<file path="src/rtl/cntovf_pkg.sv">
package cntovf_pkg;

    // Field order matches bit order: ovf lands on bit 63, vu_inh on bit 58.
    typedef struct packed {
        logic ovf;
        logic m_inh;
        logic s_inh;
        logic u_inh;
        logic vs_inh;
        logic vu_inh;
    } sel_fields_t;

    localparam int FIELD_W   = $bits(sel_fields_t);
    localparam int FIELD_LSB = 64 - FIELD_W;

    typedef enum logic [1:0] {
        KIND_NONE,
        KIND_SEL_LO,
        KIND_SEL_HI,
        KIND_SUM
    } csr_kind_t;

endpackage

</file>
<file path="src/rtl/cntovf_decode.sv">
module cntovf_decode
    import cntovf_pkg::*;
#(
    parameter int          XLEN        = 64,
    parameter int          NUM_SEL     = 29,
    parameter int          IDX_W       = 5,
    parameter logic [11:0] SEL_BASE    = 12'h323,
    parameter logic [11:0] SEL_HI_BASE = 12'h723,
    parameter logic [11:0] SUM_ADDR    = 12'hDA0
) (
    input  logic [11:0]      addr,
    output csr_kind_t        kind,
    output logic [IDX_W-1:0] idx
);
    localparam logic [11:0] NSEL12 = 12'(NUM_SEL);

    logic [11:0] off_lo;
    logic [11:0] off_hi;

    always_comb begin
        off_lo = addr - SEL_BASE;
        off_hi = addr - SEL_HI_BASE;
        kind   = KIND_NONE;
        idx    = '0;
        if (addr == SUM_ADDR) begin
            kind = KIND_SUM;
        end else if (off_lo < NSEL12) begin
            kind = KIND_SEL_LO;
            idx  = off_lo[IDX_W-1:0];
        end else if ((XLEN == 32) && (off_hi < NSEL12)) begin
            kind = KIND_SEL_HI;
            idx  = off_hi[IDX_W-1:0];
        end
    end
endmodule

</file>
<file path="src/rtl/cntovf_sel_bank.sv">
module cntovf_sel_bank
    import cntovf_pkg::*;
#(
    parameter int NUM_SEL = 29,
    parameter int IDX_W   = 5
) (
    input  logic                      clk,
    input  logic                      rst,
    input  logic                      ext_en,
    input  logic                      wr_en,
    input  logic [IDX_W-1:0]          wr_idx,
    input  sel_fields_t               wr_fields,
    input  logic [NUM_SEL-1:0]        pulse,
    output sel_fields_t [NUM_SEL-1:0] sel_q,
    output logic [NUM_SEL-1:0]        ovf_vec,
    output logic                      lcof_req
);
    logic [NUM_SEL-1:0] rise;

    for (genvar k = 0; k < NUM_SEL; k++) begin : g_sel
        logic        hit;
        sel_fields_t nxt;

        always_comb begin
            hit = wr_en && (wr_idx == IDX_W'(k));
            nxt = sel_q[k];
            if (hit)
                nxt = wr_fields;
            if (ext_en && pulse[k])
                nxt.ovf = 1'b1;   // pulse beats a same-cycle clear
            rise[k]    = nxt.ovf & ~sel_q[k].ovf;
            ovf_vec[k] = sel_q[k].ovf;
        end

        always_ff @(posedge clk) begin
            if (rst)
                sel_q[k] <= '0;
            else
                sel_q[k] <= nxt;
        end

        // a pulse always leaves the flag set
        a_r8_pulse_sets: assert property (@(posedge clk) disable iff (rst)
            (ext_en && pulse[k]) |=> sel_q[k].ovf);
        // without a write to this selector the flag stays set
        a_r8_sticky: assert property (@(posedge clk) disable iff (rst)
            (sel_q[k].ovf && !(wr_en && wr_idx == IDX_W'(k))) |=> sel_q[k].ovf);
    end

    always_ff @(posedge clk) begin
        if (rst)
            lcof_req <= 1'b0;
        else
            lcof_req <= |rise;
    end

    // a request only accompanies a flag that just became set
    a_r9_req_on_rise: assert property (@(posedge clk) disable iff (rst)
        lcof_req |-> (|(ovf_vec & ~$past(ovf_vec))));
endmodule

</file>
<file path="src/rtl/cntovf_summary.sv">
module cntovf_summary #(
    parameter int NUM_SEL   = 29,
    parameter int FIRST_IDX = 3,
    parameter int SUM_W     = FIRST_IDX + NUM_SEL
) (
    input  logic [NUM_SEL-1:0] flags,
    input  logic [SUM_W-1:0]   mce,
    input  logic [SUM_W-1:0]   hce,
    input  logic               virt,
    output logic [SUM_W-1:0]   summary
);
    for (genvar i = 0; i < SUM_W; i++) begin : g_bit
        if (i < FIRST_IDX) begin : g_zero
            assign summary[i] = 1'b0;
        end else begin : g_gate
            assign summary[i] = flags[i-FIRST_IDX] & mce[i] & (~virt | hce[i]);
        end
    end
endmodule

</file>
<file path="src/rtl/cntovf_agg.sv">
module cntovf_agg
    import cntovf_pkg::*;
#(
    parameter int          XLEN        = 64,
    parameter int          NUM_SEL     = 29,
    parameter int          FIRST_IDX   = 3,
    parameter logic [11:0] SEL_BASE    = 12'h323,
    parameter logic [11:0] SEL_HI_BASE = 12'h723,
    parameter logic [11:0] SUM_ADDR    = 12'hDA0,
    localparam int         CNT_W       = FIRST_IDX + NUM_SEL,
    localparam int         IDX_W       = $clog2(NUM_SEL)
) (
    input  logic               clk,
    input  logic               rst,
    input  logic               ext_en,
    input  logic               virt_mode,
    input  logic [CNT_W-1:0]   mcounteren,
    input  logic [CNT_W-1:0]   hcounteren,
    input  logic [NUM_SEL-1:0] ovf_pulse,
    input  logic               csr_req,
    input  logic               csr_we,
    input  logic [11:0]        csr_addr,
    input  logic [XLEN-1:0]    csr_wdata,
    output logic [XLEN-1:0]    csr_rdata,
    output logic               csr_illegal,
    output logic               lcof_req
);
    csr_kind_t                 kind;
    logic [IDX_W-1:0]          idx;
    sel_fields_t [NUM_SEL-1:0] sel_q;
    logic [NUM_SEL-1:0]        ovf_vec;
    logic [CNT_W-1:0]          summary;
    logic                      wr_en;
    sel_fields_t               wr_fields;
    logic [63:0]               wd64;
    logic [63:0]               full;
    logic [63:0]               rd64;

    cntovf_decode #(
        .XLEN(XLEN), .NUM_SEL(NUM_SEL), .IDX_W(IDX_W),
        .SEL_BASE(SEL_BASE), .SEL_HI_BASE(SEL_HI_BASE), .SUM_ADDR(SUM_ADDR)
    ) u_dec (
        .addr(csr_addr), .kind(kind), .idx(idx)
    );

    always_comb begin
        wd64            = '0;
        wd64[XLEN-1:0]  = csr_wdata;
        wr_fields       = (kind == KIND_SEL_HI) ? sel_fields_t'(wd64[31:32-FIELD_W])
                                                : sel_fields_t'(wd64[63:FIELD_LSB]);
        wr_en           = csr_req && csr_we && ext_en &&
                          (((kind == KIND_SEL_LO) && (XLEN == 64)) || (kind == KIND_SEL_HI));
    end

    cntovf_sel_bank #(.NUM_SEL(NUM_SEL), .IDX_W(IDX_W)) u_bank (
        .clk(clk), .rst(rst), .ext_en(ext_en),
        .wr_en(wr_en), .wr_idx(idx), .wr_fields(wr_fields),
        .pulse(ovf_pulse), .sel_q(sel_q), .ovf_vec(ovf_vec), .lcof_req(lcof_req)
    );

    cntovf_summary #(.NUM_SEL(NUM_SEL), .FIRST_IDX(FIRST_IDX)) u_sum (
        .flags(ovf_vec), .mce(mcounteren), .hce(hcounteren),
        .virt(virt_mode), .summary(summary)
    );

    always_comb begin
        full = {sel_q[idx], {FIELD_LSB{1'b0}}};
        rd64 = '0;
        unique case (kind)
            KIND_SEL_LO: rd64 = full;
            KIND_SEL_HI: rd64 = {32'b0, full[63:32]};
            KIND_SUM:    rd64[CNT_W-1:0] = summary;
            default:     rd64 = '0;
        endcase
        if (!ext_en)
            rd64 = '0;
        csr_rdata   = rd64[XLEN-1:0];
        csr_illegal = csr_req && !ext_en &&
                      ((kind == KIND_SUM) || (kind == KIND_SEL_HI));
    end

    // the lowest summary bits never report anything
    a_r2_low_zero: assert property (@(posedge clk) disable iff (rst)
        summary[FIRST_IDX-1:0] == '0);
    // a summary bit requires its machine enable
    a_r2_mce_gate: assert property (@(posedge clk) disable iff (rst)
        (summary & ~mcounteren) == '0);
    // when virtualized a summary bit also requires its hypervisor enable
    a_r3_hce_gate: assert property (@(posedge clk) disable iff (rst)
        virt_mode |-> ((summary & ~hcounteren) == '0));
    // no illegal indication without a request
    a_r4_idle_legal: assert property (@(posedge clk) disable iff (rst)
        !csr_req |-> !csr_illegal);
    // the enable gates the read data
    a_r6_off_zero: assert property (@(posedge clk) disable iff (rst)
        !ext_en |-> (csr_rdata == '0));
endmodule

</file>
<file path="config.mk">
export PLATFORM = sky130hd
export DESIGN_NAME = cntovf_agg
export DESIGN_NICKNAME = d
export VERILOG_FILES = /design/src/rtl/cntovf_pkg.sv /design/src/rtl/cntovf_decode.sv /design/src/rtl/cntovf_sel_bank.sv /design/src/rtl/cntovf_summary.sv /design/src/rtl/cntovf_agg.sv
export SDC_FILE = /design/constraint.sdc
export NUM_CORES = 1
export LEC_CHECK = 0
export BUFFER_PORTS_ARGS = -buffer_cell sky130_fd_sc_hd__buf_2
export CAP_MARGIN = 25
export CORE_MARGIN = 2
export CORE_UTILIZATION = 40
export DETAILED_ROUTE_END_ITERATION = 12
export PLACE_DENSITY = 0.64
export SLEW_MARGIN = 5
export SYNTH_ARGS = -nofsm -noshare
export SYNTH_HDL_FRONTEND = slang
export SYNTH_SLANG_ARGS = --single-unit
export TNS_END_PERCENT = 100
</file>
<file path="constraint.sdc">
create_clock -name clk -period 5.2 [get_ports clk]
set_input_delay 1.3 -clock clk [delete_from_list [all_inputs] [get_ports clk]]
set_output_delay 1.3 -clock clk [all_outputs]
set_load 0.01 [all_outputs]
</file>
==> metrics.yaml, run 1 <==
run_status:
  status: "finished, final reports clean"
clock_network:
  clkTransAtPathRegs_ns: 0.06
  cts_setup_buffers: 0
  cts-root-buf: "clkbuf_16"
  cts_buffers: 17
  clk_latency_ns: 0.43
  clkSinkCount: 175
  clockBufferDepth: 2
  cts_tree: "yes"
  cts_hold_buf: 0
  htreeDepth: 4
yosys:
  async_flop_share_pct: 0
  synth_cells: 1080
  synth_edf_count: 0
  muxShareOfSynthArea_pct: 24.01
  synth-compound-area-share_pct: 13.13
  synthSimpleGateAreaFrac_pct: 19.54
  yosys-top-cells-count: "197 x nor2_1, 175 x dfxtp_1, 167 x mux2i_1"
  synth_xor_area_share_pct: 0.6000
  synth-seq-cells: 175
  synthFlopType: "dfxtp_1"
  synth_area_leader_cell: "dfxtp_1"
  yosysUniqueCellTypes: 67
  netlist_area_sq_um: 10010
  yosysSeqAreaShare_pct: 35.00
  yosysMostFrequentCell: "nor2_1"
  synth.area.top_cells: "dfxtp_1 35%, mux2i_1 17%, nor2_1 7.4%"
  synth_top_family_by_area: "multiplexers"
  ys_warn_count: 0
  yosysTopAreaCellShare_pct: 35.00
  yosys.area_share.adder_pct: 0.3750
  syn_area_per_cell_sq_um: 9.268
global_routing:
  grt-ovfl-total: 0
  grt_pass1_vias: 8264
  grt_pass1_wl_mm: 46.60
  antenna_found_initial: 0
  grt_use_total_pct: 22.79
  grt_max_degree: 99
setup_path:
  path_delay_family: "multiplexers"
  worst-path-buf-inv: 5
  cp_cell_sequence: "buf_2, inv_1, ha_4, buf_12, mux4_2, mux4_2, a211oi_1, a211oi_2, buf_4, buf_2"
  worstSetupPathType: "in -> out"
  critical_path_arrival_ns: 3.79
  critPathRequiredTime_ns: 3.90
  crit_fanout: 7
  crit_slowest_cell: "mux4_2"
  cpPeakStageDelay_ns: 0.54
  critPathLaunchType: "primary input"
  crit_path_end_kind: "output pin"
sta:
  fin_crit_sh_pct: 97.92
  max_freq_mhz: 196.4
  setup_viol: 0
  worst_hold_slack_ns: 0.4904
  final_hold_viol_count: 0
  worstMarginPinSlew_ns: 0.8190
  max_slew_margin_pct: 45.34
  rsz0062_at_grt: "no"
  layout_min_cycle_time_ns: 5.092
  drv_slew: 0
  fin_skew_ns: 0.006623
route:
  drt_iter0_drc: 573
  vias: 8725
  ant_nets: 0
  routed_via_density: 5.550
  wl_mm: 30.17
  avgRoutedWirePerCell_um: 19.19
  drc: 0
  drt-pass1-iter-count: 5
die:
  coreArea_sq_um: 24460
  start_util_pct: 40.92
  rows: 57
  fp.dieW_um: 162.2
  pin_count: 241
  die_y_um: 162.2
  die-area_sq_um: 26310
finish:
  fin_area_sq_um: 11920
  areaGrowthSynthToFinish_pct: 19.04
  antennaDiodeCount: 0
  drive_gt1_share_pct: 26.84
  fin_nets: 1413
  final_cells: 1572
  fillCellCount: 2284
worst_hold_path:
  hp-class: "reg -> reg"
flow_run:
  maxCapViolCount: 0
pwr:
  p_int_mw: 2.249
  power_frac_comb_pct: 14.1
  power_frac_seq_pct: 44.1
  power.switching_mw: 0.8791
  cellPowerDensity_nw_per_um2: 262.5
  switching_share_pct: 28.11
  finalPower_mw: 3.128
  clkPwrFrac_pct: 41.8
  p_leak_nw: 4.382
  vdd_drop_max_v: 0.0002393
placement:
  dp_cells: 1539
  place_area_sq_um: 11240
  place_congestion: 0.9281
  dp.final_hpwl_mm: 21.72
  portBuffers: 147
kinds of logic (layout without fill, tap and decap cells):
family	count (synthesis)	in the layout
other cells	1	29
flops	175	175
mux	201	201
xor+xnor	6	6
buf+inv	143	283
fa+ha+maj	3	3
compound gates	184	184
simple gates	367	367
tightest hold or removal path, stage by stage (launching register included):
cell     delay [ns]
dfxtp_1        0.32
mux2i_1        0.06
nor2_1         0.07
power by group through the flow:
stage	registers [mW]	logic, mW	clock network (mW)
finish	1.38	0.442	1.31
CTS	1.38	0.432	1.32
global placement	1.41	0.425	0
detailed placement	1.41	0.428	0
floorplan	1.40	0.279	0
global route	1.38	0.477	1.37
flip-flops by register name, summed over array words and instances, names as in the netlist:
| name | count |
|---|---|
| u_bank.sel_q | 145 |
| u_bank.ovf_vec | 29 |
| u_bank.lcof_req | 1 |
path summary, 6_finish.rpt:
check	start	to	slack (ns)	cells after the start
min reg2reg	u_bank.sel_q[134]	u_bank.sel_q[134]	0.49	2
max reg2reg	u_bank.ovf_vec[20]	u_bank.lcof_req	2.89	7
min	u_bank.sel_q[134]	u_bank.sel_q[134]	0.49	2
max	csr_addr[0]	csr_rdata[62]	0.11	10
metrics by stage:
| stage | setup WS, ns | utilization [%] | TNS (ns) |
|---|---|---|---|
| floorplan | 0.07696 | - | 0 |
| global placement | -0.1458 | 45.96 | -0.2666 |
| detailed placement | -0.1274 | 45.96 | -0.1758 |
| CTS | 0.01817 | 48.48 | 0 |
| global route | 0.01781 | 48.71 | 0 |
| finish | 0.1084 | 48.71 | 0 |
timing repair:
action,4_1_cts,5_1_grt
setup endpoints to repair,3,5
gates resized for setup,5,8
pin swaps,0,1
area by class of cell:
class	count	area (sq um)	share of cell area, %
multi-input cells	790	5943	49.88
flip-flops and latches	175	3503	29.40
repair buffers	223	1363	11.44
clock buffers	18	439.2	3.686
well taps	324	405.4	3.402
clock inverters	14	156.4	1.313
inverters	28	105.1	0.8821
placed cells by master, fill, tap and decap left out, types with 28 or more instances in the layout:
cell type    n
inv_1       28
mux2i_1    167
dfxtp_1    175
nand3_1     30
buf_2      146
nand2_1     48
a21oi_1     36
o211ai_1    34
nor2_1     196
a211oi_1    40
mux4_2      31
buf_4       72
conb_1      29
per-layer routing:
layer | GRT usage, % | wire, um | vias up
li1 | - | - | 4185
met2 | 38.30 | 14240 | 334
met5 | 0 | 0 | -
met1 | 29.30 | 13150 | 4150
met3 | 3.984 | 1874 | 56
met4 | 8.648 | 904 | 0
(Power assumes the default switching activity.)
==> run 2: changes to the inputs <==
--- a/config.mk
+++ b/config.mk
@@ -5,12 +5,12 @@
 export SDC_FILE = /design/constraint.sdc
 export NUM_CORES = 1
 export LEC_CHECK = 0
-export BUFFER_PORTS_ARGS = -buffer_cell sky130_fd_sc_hd__buf_2
 export CAP_MARGIN = 25
 export CORE_MARGIN = 2
 export CORE_UTILIZATION = 40
 export DETAILED_ROUTE_END_ITERATION = 12
-export PLACE_DENSITY = 0.64
+export DONT_BUFFER_PORTS = 1
+export PLACE_DENSITY = 0.55
 export SLEW_MARGIN = 5
 export SYNTH_ARGS = -nofsm -noshare
 export SYNTH_HDL_FRONTEND = slang
==> metrics.yaml, run 2 (synthesized netlist as in run 1, its figures left out) <==
placement:
  portBuffers: 0  # -100%
  place_area_sq_um: 10410  # -7.4%
  dp_cells: 1383  # -10%
  dp.final_hpwl_mm: 20.72  # -4.6%
  place_congestion: 0.8786  # -5.3%
die:
  pin_count: 241  # unchanged
  die_y_um: 162.2  # unchanged
  fp.dieW_um: 162.2  # unchanged
  start_util_pct: 40.92  # unchanged
  die-area_sq_um: 26310  # unchanged
  coreArea_sq_um: 24460  # unchanged
  rows: 57  # unchanged
setup_path:
  critPathLaunchType: "primary input"
  timing.rr.end: "u_bank.lcof_req"
  critical_path_arrival_ns: 3.76  # -0.03 ns
  critPathRequiredTime_ns: 3.90  # about the same
  r2r_start: "u_bank.ovf_vec[7]"
  ff2ff_setup_slack_ns: 2.96  # +0.07 ns
  worstSetupPathType: "in -> out"
  r2r_cells: 6  # -1
  crit_fanout: 68  # +61
  crit_path_end_kind: "output pin"
finish:
  fin_area_sq_um: 11050  # -7.2%
  fin_nets: 1256  # -11%
  largest_register: "u_bank.sel_q"
  layout_commonest_cell: "nor2_1"
  drive_gt1_share_pct: 15.67  # -11 points
  final_cells: 1415  # -10%
  fillCellCount: 2403  # +5.2%
  multiInputGateArea_sq_um: 5902  # -0.69%
  areaGrowthSynthToFinish_pct: 10.44
  fin_util_pct: 45.19  # -3.5 points
  antennaDiodeCount: 0  # unchanged
  regArea_sq_um: 3503  # unchanged
  final_cell_mix: "197 x nor2_1, 175 x dfxtp_1, 167 x mux2i_1, 65 x buf_4, 48 x nand2_1"
  largest_register_ffs: 145  # unchanged
pwr:
  power_frac_seq_pct: 45.0  # +0.9 points
  finalPower_mw: 3.068  # -1.9%
  cellPowerDensity_nw_per_um2: 277.5  # +5.7%
  p_leak_nw: 3.703  # -15%
  p_int_mw: 2.278  # +1.3%
  power.switching_mw: 0.7905  # -10%
  power_frac_comb_pct: 10.0  # -4.1 points
  vdd_drop_max_v: 0.0002264  # -5.4%
  clkPwrFrac_pct: 45.0  # +3.2 points
  switching_share_pct: 25.76  # -2.3 points
global_routing:
  grt_use_total_pct: 22.50  # -0.29 points
  global_route.peak_usage_layer: "met2"
  grt_pass1_vias: 7605  # -8.0%
  grt.met1_usage_pct: 29.24  # -0.053 points
  grt-ovfl-total: 0  # unchanged
  grt_pass1_wl_mm: 45.24  # -2.9%
  grt_use_met3_pct: 4.111  # +0.13 points
  grt_max_degree: 177  # +79%
  use_met2_pct: 37.06  # -1.2 points
  antenna_found_initial: 0  # unchanged
clock_network:
  htreeDepth: 4  # unchanged
  cts_setup_buffers: 0  # unchanged
  cts_buffers: 17  # unchanged
  clkSinkCount: 175  # unchanged
  clk_latency_ns: 0.44  # about the same
  cts-root-buf: "clkbuf_16"
  clockBufferDepth: 2  # unchanged
  clkTransAtPathRegs_ns: 0.06  # about the same
  cts_tree: "yes"
  cts_hold_buf: 0  # unchanged
sta:
  setup_viol: 0  # unchanged
  fin_crit_sh_pct: 97.25  # -0.66 points
  totalNegativeSetupSlack_ns: 0  # unchanged
  worstMarginPinSlew_ns: 0.8603  # +0.04131 ns
  max_slew_margin_pct: 42.22  # -3.1 points
  rsz0062_at_grt: "no"
  fin_skew_ns: 0.005396  # -0.001227 ns
  max_freq_mhz: 197.7  # +0.68%
  final_hold_viol_count: 0  # unchanged
  drv_slew: 0  # unchanged
  layout_min_cycle_time_ns: 5.057  # -0.03450 ns
run_status:
  status: "finished, final reports clean"
worst_hold_path:
  whs_endpoint: "u_bank.sel_q[134]"
  hp-class: "reg -> reg"
  whs_path_depth: 2  # unchanged
  hold_start: "u_bank.sel_q[134]"
route:
  ant_nets: 0  # unchanged
  wl_mm: 29.54  # -2.1%
  routed_via_density: 5.707  # +2.8%
  avgRoutedWirePerCell_um: 20.87  # +8.7%
  drt_iter0_drc: 629  # +9.8%
  vias: 8075  # -7.4%
  drc: 0  # unchanged
  drt-pass1-iter-count: 5  # unchanged
flow_run:
  maxCapViolCount: 0  # unchanged
## run 2: timing repair
item                                   4_1_cts  5_1_grt
gates resized for setup                      0        1
setup endpoints to repair                    0        4
endpoints found under the hold margin        0        0
## run 2: how the worst max path moves through the flow
stage	from	to	slack, ns	cells past startpoint
after floorplan	csr_addr[1]	csr_rdata[60]	0.08	10
after global placement	csr_addr[0]	csr_rdata[61]	0.08	11
after detailed placement	csr_addr[0]	csr_rdata[61]	0.05	11
after CTS	csr_addr[0]	csr_rdata[61]	0.05	11
after global routing	csr_addr[0]	csr_rdata[60]	0.02	10
final	csr_addr[0]	csr_rdata[61]	0.14	11
## run 2: cell type report
class,instances,share of cell area [%]
Clock inverter,13,1.607
Tap cell,324,3.667
Sequential cell,175,31.69
Clock buffer,19,4.097
Timing Repair Buffer,66,4.595
Multi-Input combinational cell,790,53.39
Inverter,28,0.9508
## run 2: layer usage
metal	vias to the layer above	routed length, um
met5	-	0
li1	3856	-
met1	3862	13060
met3	48	1804
met4	0	874
met2	309	13800
## run 2: power groups by stage
stage	clock [mW]	sequential [mW]	combinational [mW]
2_1_floorplan	0	1.40	0.279
3_3_place_gp	0	1.41	0.301
3_5_place_dp	0	1.41	0.303
4_1_cts	1.41	1.38	0.304
5_1_grt	1.46	1.38	0.329
6_report	1.38	1.38	0.306
## run 2: per-stage QoR
step	setup WS, ns	hold slack [ns]
after global routing	0.01994	0.5097
final	0.1429	0.4885
after floorplan	0.07696	0.4544
after detailed placement	0.05120	0.4766
after CTS	0.05263	0.4943
after global placement	0.08264	0.4673
## run 2: worst max-delay path, cell delays in order
cell	delay (ns)
ha_1	0.24
and4b_1	0.26
o211a_1	0.15
a31oi_1	0.04
or4_2	0.64
buf_4	0.24
nor4_1	0.35
buf_4	0.16
a211oi_1	0.04
buf_4	0.19
buf_4	0.14
==> run 3: changes to the inputs <==
--- a/config.mk
+++ b/config.mk
@@ -7,10 +7,11 @@
 export LEC_CHECK = 0
 export CAP_MARGIN = 25
 export CORE_MARGIN = 2
-export CORE_UTILIZATION = 40
+export CORE_UTILIZATION = 33
+export CTS_CLUSTER_SIZE = 25
 export DETAILED_ROUTE_END_ITERATION = 12
 export DONT_BUFFER_PORTS = 1
-export PLACE_DENSITY = 0.55
+export PLACE_DENSITY = 0.48
 export SLEW_MARGIN = 5
 export SYNTH_ARGS = -nofsm -noshare
 export SYNTH_HDL_FRONTEND = slang
==> metrics.yaml, run 3 (synthesized netlist as in run 1, its figures left out) <==
run_status:
  status: "finished, final reports clean"
route:
  wl_met3_mm: 1.739  # -3.6%
  wl_met1_mm: 14.22  # +8.9%
  drt-pass1-iter-count: 5  # unchanged
  wl_mm: 31.41  # +6.3%
  ant_nets: 0  # unchanged
  dr_wl_met2_mm: 14.99  # +8.6%
  avgRoutedWirePerCell_um: 21.24  # +1.7%
  vias: 8081  # +0.074%
  drc: 0  # unchanged
  routed.top_layer: "met4"
  routed_via_density: 5.464  # -4.3%
  drt_iter0_drc: 696  # +11%
sta:
  max_slew_margin_pct: 40.94  # -1.3 points
  drv_slew: 0  # unchanged
  fin_skew_ns: 0.01009  # +0.004691 ns
  rsz0062_at_grt: "yes"
  worstMarginPinSlew_ns: 0.8849  # +0.02463 ns
  fin_crit_sh_pct: 98.69  # +1.4 points
  max_freq_mhz: 194.9  # -1.5%
  setup_viol: 0  # unchanged
  final_hold_viol_count: 0  # unchanged
  layout_min_cycle_time_ns: 5.132  # +0.07499 ns
global_routing:
  antenna_found_initial: 0  # unchanged
  grt_use_total_pct: 19.75  # -2.8 points
  grt_max_degree: 177  # unchanged
  grt-ovfl-total: 0  # unchanged
  grt_pass1_vias: 7834  # +3.0%
  grt_pass1_wl_mm: 47.43  # +4.8%
finish:
  drive_gt1_share_pct: 15.89  # +0.21 points
  largest_register: "u_bank.sel_q"
  fillCellCount: 3018  # +26%
  largest_register_ffs: 145  # unchanged
  final_cells: 1479  # +4.5%
  layout_commonest_cell: "nor2_1"
  final_cell_mix: "196 x nor2_1, 175 x dfxtp_1, 167 x mux2i_1, 61 x buf_4, 48 x nand2_1"
  antennaDiodeCount: 0  # unchanged
  fin_nets: 1254  # -0.16%
  areaGrowthSynthToFinish_pct: 10.94
pwr:
  p_leak_nw: 3.678  # -0.66%
  vdd_drop_max_v: 0.0001973  # -13%
  cellPowerDensity_nw_per_um2: 269.1  # -3.0%
  finalPower_mw: 2.988  # -2.6%
clock_network:
  cts_setup_buffers: 0  # unchanged
  clk_latency_ns: 0.43  # about the same
  htreeDepth: 4  # unchanged
  cts_buffers: 17  # unchanged
  cts_tree: "yes"
  clockBufferDepth: 2  # unchanged
  clkSinkCount: 175  # unchanged
  clkTransAtPathRegs_ns: 0.07  # about the same
  cts-root-buf: "clkbuf_16"
worst_hold_path:
  hp-class: "reg -> reg"
flow_run:
  maxCapViolCount: 0  # unchanged
setup_path:
  critPathLaunchType: "primary input"
  worstSetupPathType: "in -> out"
  crit_path_end_kind: "output pin"
  critPathRequiredTime_ns: 3.90  # about the same
  critical_path_arrival_ns: 3.83  # +0.07 ns
  crit_fanout: 68  # unchanged
die:
  fp.dieW_um: 178.2  # +9.8%
  pin_count: 241  # unchanged
  die_y_um: 178.2  # +9.8%
  start_util_pct: 33.68  # -7.2 points
  coreArea_sq_um: 29720  # +21%
  rows: 63  # +11%
  die-area_sq_um: 31740  # +21%
placement:
  portBuffers: 0  # unchanged
  dp.final_hpwl_mm: 22.09  # +6.6%
  place_congestion: 0.8084  # -8.0%
  dp_cells: 1447  # +4.6%
run 3: cell count changes in the layout (fill, tap and decap cells not counted), sizes merged:
cell      change
clkinv        -3
buf           -2
clkbuf        -1
bufinv        -2
clkinvlp      +2
inv           +4
run 3: worst max-delay path, stage by stage:
cell and delay [ns]:
ha_1 0.24, and4b_1 0.26, o211a_1 0.16, a31oi_1 0.04, or4_2 0.66, nor3_2 0.28
nand2_1 0.10, a2111oi_2 0.48, buf_4 0.19, buf_4 0.11
run 3: area by class of cell:
class	count	area [sq um]	share of cell area, %
inverter	28	105.1	0.9465
multi-input combinational	790	5911	53.23
timing repair buffer	64	509.2	4.586
tap	390	488.0	4.394
clock buffer	18	439.2	3.955
sequential	175	3503	31.55
clock inverter	14	148.9	1.341
run 3: stage by stage:
| step | utilization (%) | instance area (sq um) | setup TNS [ns] | setup slack (ns) | hold slack [ns] |
|---|---|---|---|---|---|
| finish | 37.37 | 11100 | 0 | 0.06789 | 0.4927 |
| global route | 37.37 | 11100 | -0.02992 | -0.02992 | 0.5149 |
| CTS | 37.32 | 11090 | 0 | 0.04921 | 0.4969 |
| detailed placement | 35.31 | 10490 | -0.1349 | -0.1349 | 0.4794 |
| global placement | 35.31 | 10490 | -0.07119 | -0.07119 | 0.4670 |
| floorplan | - | 10110 | 0 | 0.07696 | 0.4544 |
run 3: final timing paths:
check,startpoint,end,slack (ns),cells after the start
worst max register to register,u_bank.ovf_vec[25],u_bank.lcof_req,2.97,6
worst min register to register,u_bank.sel_q[141],u_bank.sel_q[141],0.49,2
worst max-delay path,csr_addr[0],csr_rdata[60],0.07,10
worst min-delay path,u_bank.sel_q[141],u_bank.sel_q[141],0.49,2
run 3: power by group:
group	total (mW)	switching (mW)	internal, mW
sequential	1.38	0.0272	1.35
clock	1.31	0.614	0.694
combinational	0.298	0.178	0.120
total	2.99	0.820	2.17
run 3: timing repair:
action | 4_1_cts | 5_1_grt
gates resized for setup | 2 | 3
endpoints found under the setup margin | 1 | 3
hold buffers | 0 | 0
run 3: metal layers:
layer	up-vias	global-route usage, %
met5	-	0
met4	0	4.986
met3	27	3.708
met2	258	33.59
met1	3924	25.70
li1	3872	-
